$ cat src/rtl/ec_pkg.sv
package ec_pkg;
    typedef enum logic [1:0] {
        RNG_IN   = 2'd0,
        RNG_HIGH = 2'd1,
        RNG_LOW  = 2'd2
    } rng_e;
endpackage

$ cat src/rtl/ec_combine.sv
module ec_combine #(
    parameter int CODE_W = 7,
    parameter int SHIFT  = 5,
    parameter int OFFSET = 48,
    parameter int RAW_W  = 14
) (
    input  logic [2*CODE_W-1:0]      code,
    output logic signed [RAW_W-1:0]  raw
);
    localparam int PAD_W = RAW_W - CODE_W;
    localparam logic signed [RAW_W-1:0] OFS_S = RAW_W'(OFFSET);

    logic signed [RAW_W-1:0] coarse_s;
    logic signed [RAW_W-1:0] fine_s;

    always_comb begin
        coarse_s = signed'({{PAD_W{1'b0}}, code[2*CODE_W-1:CODE_W]});
        fine_s   = signed'({{PAD_W{1'b0}}, code[CODE_W-1:0]});
        raw      = (coarse_s <<< SHIFT) + fine_s - OFS_S;
    end
endmodule

$ cat src/rtl/ec_clamp.sv
module ec_clamp
    import ec_pkg::*;
#(
    parameter int RAW_W = 14,
    parameter int OUT_W = 12
) (
    input  logic signed [RAW_W-1:0] raw,
    output logic [OUT_W-1:0]        data,
    output rng_e                    cls
);
    localparam logic signed [RAW_W-1:0] TOP_S = RAW_W'((1 << OUT_W) - 1);

    always_comb begin
        if (raw < 0) begin
            cls  = RNG_LOW;
            data = '0;
        end else if (raw > TOP_S) begin
            cls  = RNG_HIGH;
            data = '1;
        end else begin
            cls  = RNG_IN;
            data = raw[OUT_W-1:0];
        end
    end
endmodule

$ cat src/rtl/ec_corrector.sv
module ec_corrector
    import ec_pkg::*;
#(
    parameter int CODE_W = 7,
    parameter int SHIFT  = 5,
    parameter int OFFSET = 48,
    parameter int OUT_W  = 12
) (
    input  logic                  clk,
    input  logic                  rst_n,
    input  logic                  in_vld,
    input  logic [2*CODE_W-1:0]   in_code,
    output logic                  out_vld,
    output logic [OUT_W-1:0]      out_data,
    output logic                  out_ovf,
    output logic                  out_pol
);
    localparam int RAW_W = CODE_W + SHIFT + 2;

    typedef struct packed {
        logic             vld;
        logic [OUT_W-1:0] data;
        logic             ovf;
        logic             pol;
    } res_t;

    logic signed [RAW_W-1:0] raw;
    logic [OUT_W-1:0]        clamp_data;
    rng_e                    clamp_cls;
    res_t                    res_d, res_q;

    ec_combine #(
        .CODE_W (CODE_W),
        .SHIFT  (SHIFT),
        .OFFSET (OFFSET),
        .RAW_W  (RAW_W)
    ) u_combine (
        .code (in_code),
        .raw  (raw)
    );

    ec_clamp #(
        .RAW_W (RAW_W),
        .OUT_W (OUT_W)
    ) u_clamp (
        .raw  (raw),
        .data (clamp_data),
        .cls  (clamp_cls)
    );

    always_comb begin
        res_d     = res_q;
        res_d.vld = in_vld;
        if (in_vld) begin
            res_d.data = clamp_data;
            res_d.ovf  = (clamp_cls != RNG_IN);
            res_d.pol  = (clamp_cls == RNG_HIGH);
        end
    end

    always_ff @(posedge clk or negedge rst_n) begin
        if (!rst_n) begin
            res_q <= '0;
        end else begin
            res_q <= res_d;
        end
    end

    assign out_vld  = res_q.vld;
    assign out_data = res_q.data;
    assign out_ovf  = res_q.ovf;
    assign out_pol  = res_q.pol;
endmodule

$ cat config.mk
export PLATFORM = sky130hd
export DESIGN_NAME = ec_corrector
export DESIGN_NICKNAME = d
export VERILOG_FILES = /design/src/rtl/ec_pkg.sv /design/src/rtl/ec_combine.sv /design/src/rtl/ec_clamp.sv /design/src/rtl/ec_corrector.sv
export SDC_FILE = /design/constraint.sdc
export NUM_CORES = 1
export LEC_CHECK = 0
export BUFFER_PORTS_ARGS = -buffer_cell sky130_fd_sc_hd__buf_2
export CAP_MARGIN = 30
export CORE_MARGIN = 4
export CORE_UTILIZATION = 45
export CTS_BUF_LIST = sky130_fd_sc_hd__clkbuf_4
export CTS_CLUSTER_SIZE = 12
export DETAILED_ROUTE_END_ITERATION = 6
export MAX_ROUTING_LAYER = met4
export PLACE_DENSITY = 0.79
export RECOVER_POWER = 25
export SLEW_MARGIN = 5
export SYNTH_ARGS = -nofsm -noshare
export SYNTH_HDL_FRONTEND = slang
export SYNTH_SLANG_ARGS = --single-unit
$ cat constraint.sdc
create_clock -name clk -period 1.9 [get_ports clk]
set_input_delay 0.38 -clock clk [delete_from_list [all_inputs] [get_ports clk]]
set_output_delay 0.38 -clock clk [all_outputs]
set_load 0.02 [all_outputs]
Yosys cells after proc, flatten, opt, wreduce, memory -nomap -nowiden
Index checks and enable logic that the tools add are counted.

word-level totals
  bits in registers = 15
  bits in latches = 0
  bits in writable memories = 0
  ROM bits = 0
  output and inout bits = 15
  logic and storage cells = 14
  memories = 0

operators by class
  add/subtract/negate cells = 2
  multiply operators = 0
  div/mod/pow operators = 0
  order comparisons = 2
  equal/unequal tests = 1
  shift-type cells = 0
  muxes and demuxes = 4
  bitwise gates (word level) = 0
  reduce and logical (&&, ||, !) cells = 1

operator list
  cell                                                                     number
  12-bit two-way mux                                                       2
  14-bit by 13-bit > comparator with 1-bit output (second input constant)  1
  14-bit by 1-bit < comparator with 1-bit output (second input constant)   1
  13-bit by 6-bit subtractor with 14-bit output (second input constant)    1
  12-bit by 7-bit adder with 13-bit output                                 1
  2-bit by 1-bit equality test with 1-bit output (second input constant)   1
  2-bit two-way mux                                                        1
  2-bit nonzero test                                                       1
  1-bit two-way mux                                                        1

Logic depth before layout (Yosys ltp)
  depth in word-level cells = 6
  depth in mapped cells = 10
  gate-level depth less buffers = 9

By module
A second synthesis with hierarchy kept.

second synthesis, totals
  cells, all modules = 99
  area total of the unflattened synthesis = 1123.6 um^2

modules (own cells, without submodules)
  module        times used  cells an instance  area an instance (um^2)  seq. area each (um^2)
  ec_corrector  1           35                 593.1                    375.4
  ec_combine    1           48                 372.9                    0.0
  ec_clamp      1           16                 157.7                    0.0

Worst setup path after synthesis
No wires, ideal clock.

  kind = in2reg
  start = in in_code[5]
  end = reg res_q, in the netlist out_data[0]
  library setup time = 135 ps
  arrival time = 2252 ps
  required time = 1765 ps
  setup slack = -487 ps
  stages = 9
  path buffers = 1
  cells stage by stage = ha_1 > ha_1 > fa_1 > a211oi_1 > o21bai_1 > a21oi_1 > a21bo_2 > buf_2 > o22ai_1

on the way
  cells in the longest elaborated chain, start to end = 5

RTL lines
  item                                               RTL line            RTL
  from (decl)                                        ec_corrector.sv:12  input logic [2*CODE_W-1:0] in_code,
  12-bit by 7-bit adder with 13-bit output (*)       ec_combine.sv:19    raw = (coarse_s <<< SHIFT) + fine_s - OFS_S;
  13-bit by 6-bit subtractor with 14-bit output (*)  ec_combine.sv:19
  14-bit by 13-bit > comparator with 1-bit output    ec_clamp.sv:17      end else if (raw > TOP_S) begin
  12-bit two-way mux                                 ec_clamp.sv:17
  12-bit two-way mux (*)                             ec_clamp.sv:14      if (raw < 0) begin
  to (signal assigned)                               ec_corrector.sv:65  res_q <= res_d;
  to (decl)                                          ec_corrector.sv:30  res_t res_d, res_q;

Every way passes the cells marked *; elsewhere a longest branch is shown, timed or not.
A chain may end at the register's enable or synchronous reset.

Worst setup path in the final report
  start = in in_code[7]
  end = reg res_q, in the netlist out_data[10]

Same word-level chain as after synthesis.

==> results.md <==
* Slowest Stage Delay on Critical Path at 0.37 ns
* Avg Cell Area, Syn at 9.32 sq um
* Drt first pass iters at 4
* Routability congestion estimate from global placement at ~0.8
* Later-pin clock latency in the skew report at 0.28 ns
* Critical path type: input pin to flip-flop
* Via Count at 1033
* Port Buffer Count at 31
* Slowest cell on the critical path: fa_2
* Finished Cell Area at 1590 sq um
* Synth top area cells: dfrtp_1, ha_1, inv_1
* WP data required at 2.05 ns
* WL/cell at 13.3 um
* Post-layout util at 72.6%
* Mapped Nets at roughly 140
* Final hold violation count at 0
* Worst Tran Pin Value at 0.802 ns
* Die Area at around 3100 sq um
* Max Transition Viols Final at 0
* Slew headroom at 46.5%
* Detailed router's first-iteration violation count at 15
* Post-Syn Instances at 110
* Area leader, netlist: dfrtp_1
* Initial antenna violation count at 0
* Max Freq at a little over 0.5 GHz
* Starting Density at 46.8%
* CTS sink cnt at 15
* EDFF count, synth at 0
* Share of the synthesized area in the top cell type at 36.6%
* Largest net degree at the start of global routing at 18
* Post-Syn Area at 1020 sq um
* Net Sw Frac at 35.9%
* Non-filler cells, final at 195
* Number of buffers created by CTS at 3
* DRT Wirelength at 2600 um
* Dpl cell area at between 1000 and 1500 sq um
* Reg clk slew, reported paths at 0.08 ns
* Die Wd at 55.7 um
* Worst path cell trace: buf_6 > ha_4 > ha_4 > fa_2 > a211oi_4 > o21bai_2 > a21oi_2 > a21bo_4 > o22ai_1
* Power Density at 690 nW/um^2
* Status: finished with violations
* Internal Power at 704 uW
* Grt total ovfl at 0
* Fin crit share at 104%
* Crit-path max FO at 7
* Seq/Total Area, Yosys at 36.6%
* Peak VDD IR at 0.000503 V
* Yosys reg bits at 15
* CTS tree: done
* Vias per cell at about 5.3
* N_diodes at 0
* Crit start category: input pin
* Crit path buffers/inverters at 1
* Placement row count at 17
* Nets at around 200
* Most numerous cell in the Yosys netlist: inv_1
* H-tree levels at 1
* Dpl cells at 188
* Worst clock skew at 0 ns
* Worst min path class: input pin to flip-flop
* Crit-path most repeated cell: ha_4
* Clock power frac at 17.3%
* I/O pins at 32
* Sequential share of power at 35.8%
* Worst EP arrival at 2.13 ns
* Net Sw Power at 394 uW
* Vias in the first global route at roughly 1100
* Final Setup Violations at 14
* Synth Flop Type: dfrtp_1
* Final setup margin at -0.0790 ns
* CP delay by family, top: compound AO/OA/AOI/OAI gates
* Core area at 2190 sq um
* Distinct cells, synth at 30
* Dpl hpwl at 2030 um
* First-pass GRT wire length at 4500 um
* Drt drc at 0
* Commonest cells in the netlist: inv_1, dfrtp_1, o22ai_1
* Gr usage total at 18.5%
* CP endpoint kind: flip-flop
* Async SR Flop Fraction at 100%
* RSZ-0062 raised after global routing: yes
* Max-Cap Viols at 0
* Failing checks: setup timing
* Pleak at 0.804 nW
* CTS Buffer Depth at 2
* Routed Antenna Nets at 0
* Clock Root Buffer: clkbuf_4
* Gate power share at 46.9%
* Area grow syn2layout at 55.3%
* Fraction of layout cells with a size suffix above 1 at between 40% and 50%
* Fin crit period at 1.98 ns
* Die height at 55.7 um
* Syn. warnings at 0
## path summary, 6_finish.rpt
| check | slack, ns | cells past startpoint | startpoint | endpoint |
|---|---|---|---|---|
| worst min-delay path | 0.38 | 3 | in_code[2] | out_data[2]$_DFFE_PN0P_ |
| max in group asynchronous | 0.71 | 2 | rst_n | out_data[3]$_DFFE_PN0P_ |
| min in group asynchronous | 0.69 | 2 | rst_n | out_data[11]$_DFFE_PN0P_ |
| worst max register to register | 1.22 | 1 | out_ovf$_DFFE_PN0P_ | out_ovf$_DFFE_PN0P_ |
| worst min register to register | 0.53 | 2 | out_data[2]$_DFFE_PN0P_ | out_data[2]$_DFFE_PN0P_ |
| worst max-delay path | -0.08 | 9 | in_code[7] | out_data[10]$_DFFE_PN0P_ |
## through the flow
stage,TNS [ns],worst slack [ns],power [mW],hold WS (ns)
floorplan,-2.69,-0.228,0.679,0.0844
global placement,-5.77,-0.436,0.840,0.287
detailed placement,-7.36,-0.563,0.862,0.293
CTS,-1.10,-0.0968,1.10,0.372
global route,-1.84,-0.151,1.17,0.384
finish,-0.867,-0.0790,1.10,0.376
## what timing repair did
action	4_1_cts	5_1_grt
hold buffers	1	0
hold endpoints to repair	15	0
setup buffers	1	0
pin swaps	10	2
cloned	1	0
endpoints found under the setup margin	14	14
gates resized for setup	14	1
## metal layers
layer,wire [um],up-vias,GRT usage [%]
li1,-,500,-
met1,996,487,19.3
met2,1350,38,33.1
met3,198,8,4.41
met4,52,0,7.64
met5,0,-,-
## sequential cells by signal, summed over array words and instances, names as in the netlist
signal / flops
out_ovf: 1
out_pol: 1
out_data: 12
out_vld: 1
## kinds of logic (layout without fill, tap and decap cells)
| family | Yosys count | in the layout | share of synthesized area (%) |
|---|---|---|---|
| AOI/OAI and AO/OA | 32 | 33 | 23.1 |
| xor gates and xnor gates | 4 | 4 | 3.42 |
| adders and majority gates | 12 | 12 | 15.4 |
| buffers and inverters | 28 | 84 | 11.8 |
| DFF | 15 | 15 | 36.6 |
| and+or+nand+nor | 19 | 19 | 9.65 |
## worst min-delay path, delay by kind of cell
| kind | cells | cell delay, ns |
|---|---|---|
| compound gates | 1 | 0.11 |
| buf+inv | 1 | 0.09 |
| simple gates | 1 | 0.04 |
## power by group through the flow
stage	clock network [mW]	registers (mW)	logic, mW
final	0.190	0.393	0.514
after global routing	0.206	0.400	0.564
after CTS	0.191	0.392	0.512
after detailed placement	0	0.399	0.463
after global placement	0	0.396	0.444
after floorplan	0	0.460	0.219
## placed cells by master, fill, tap and decap left out, types with 2 or more instances in the layout
cell type,instances
xnor2_1,2
inv_1,21
a21bo_4,2
ha_4,4
a211oi_4,3
nor2_1,3
buf_12,2
dfrtp_1,15
ha_1,7
inv_2,2
o21ai_0,2
buf_4,22
buf_2,29
o22ai_2,3
nor3_2,2
a21o_1,2
o211ai_1,2
nor3_1,8
clkbuf_4,4
o22ai_1,10
xor2_1,2
a21oi_1,3
## final cells by class
type,count,area [sq um]
multi-input cells,68,683
fillers,167,599
flip-flops and latches,15,375
repair buffers,56,375
inverters,24,92.6
well taps,28,35.0
clock buffers,4,30.0
Note: power is estimated with default switching activity, not from simulation.
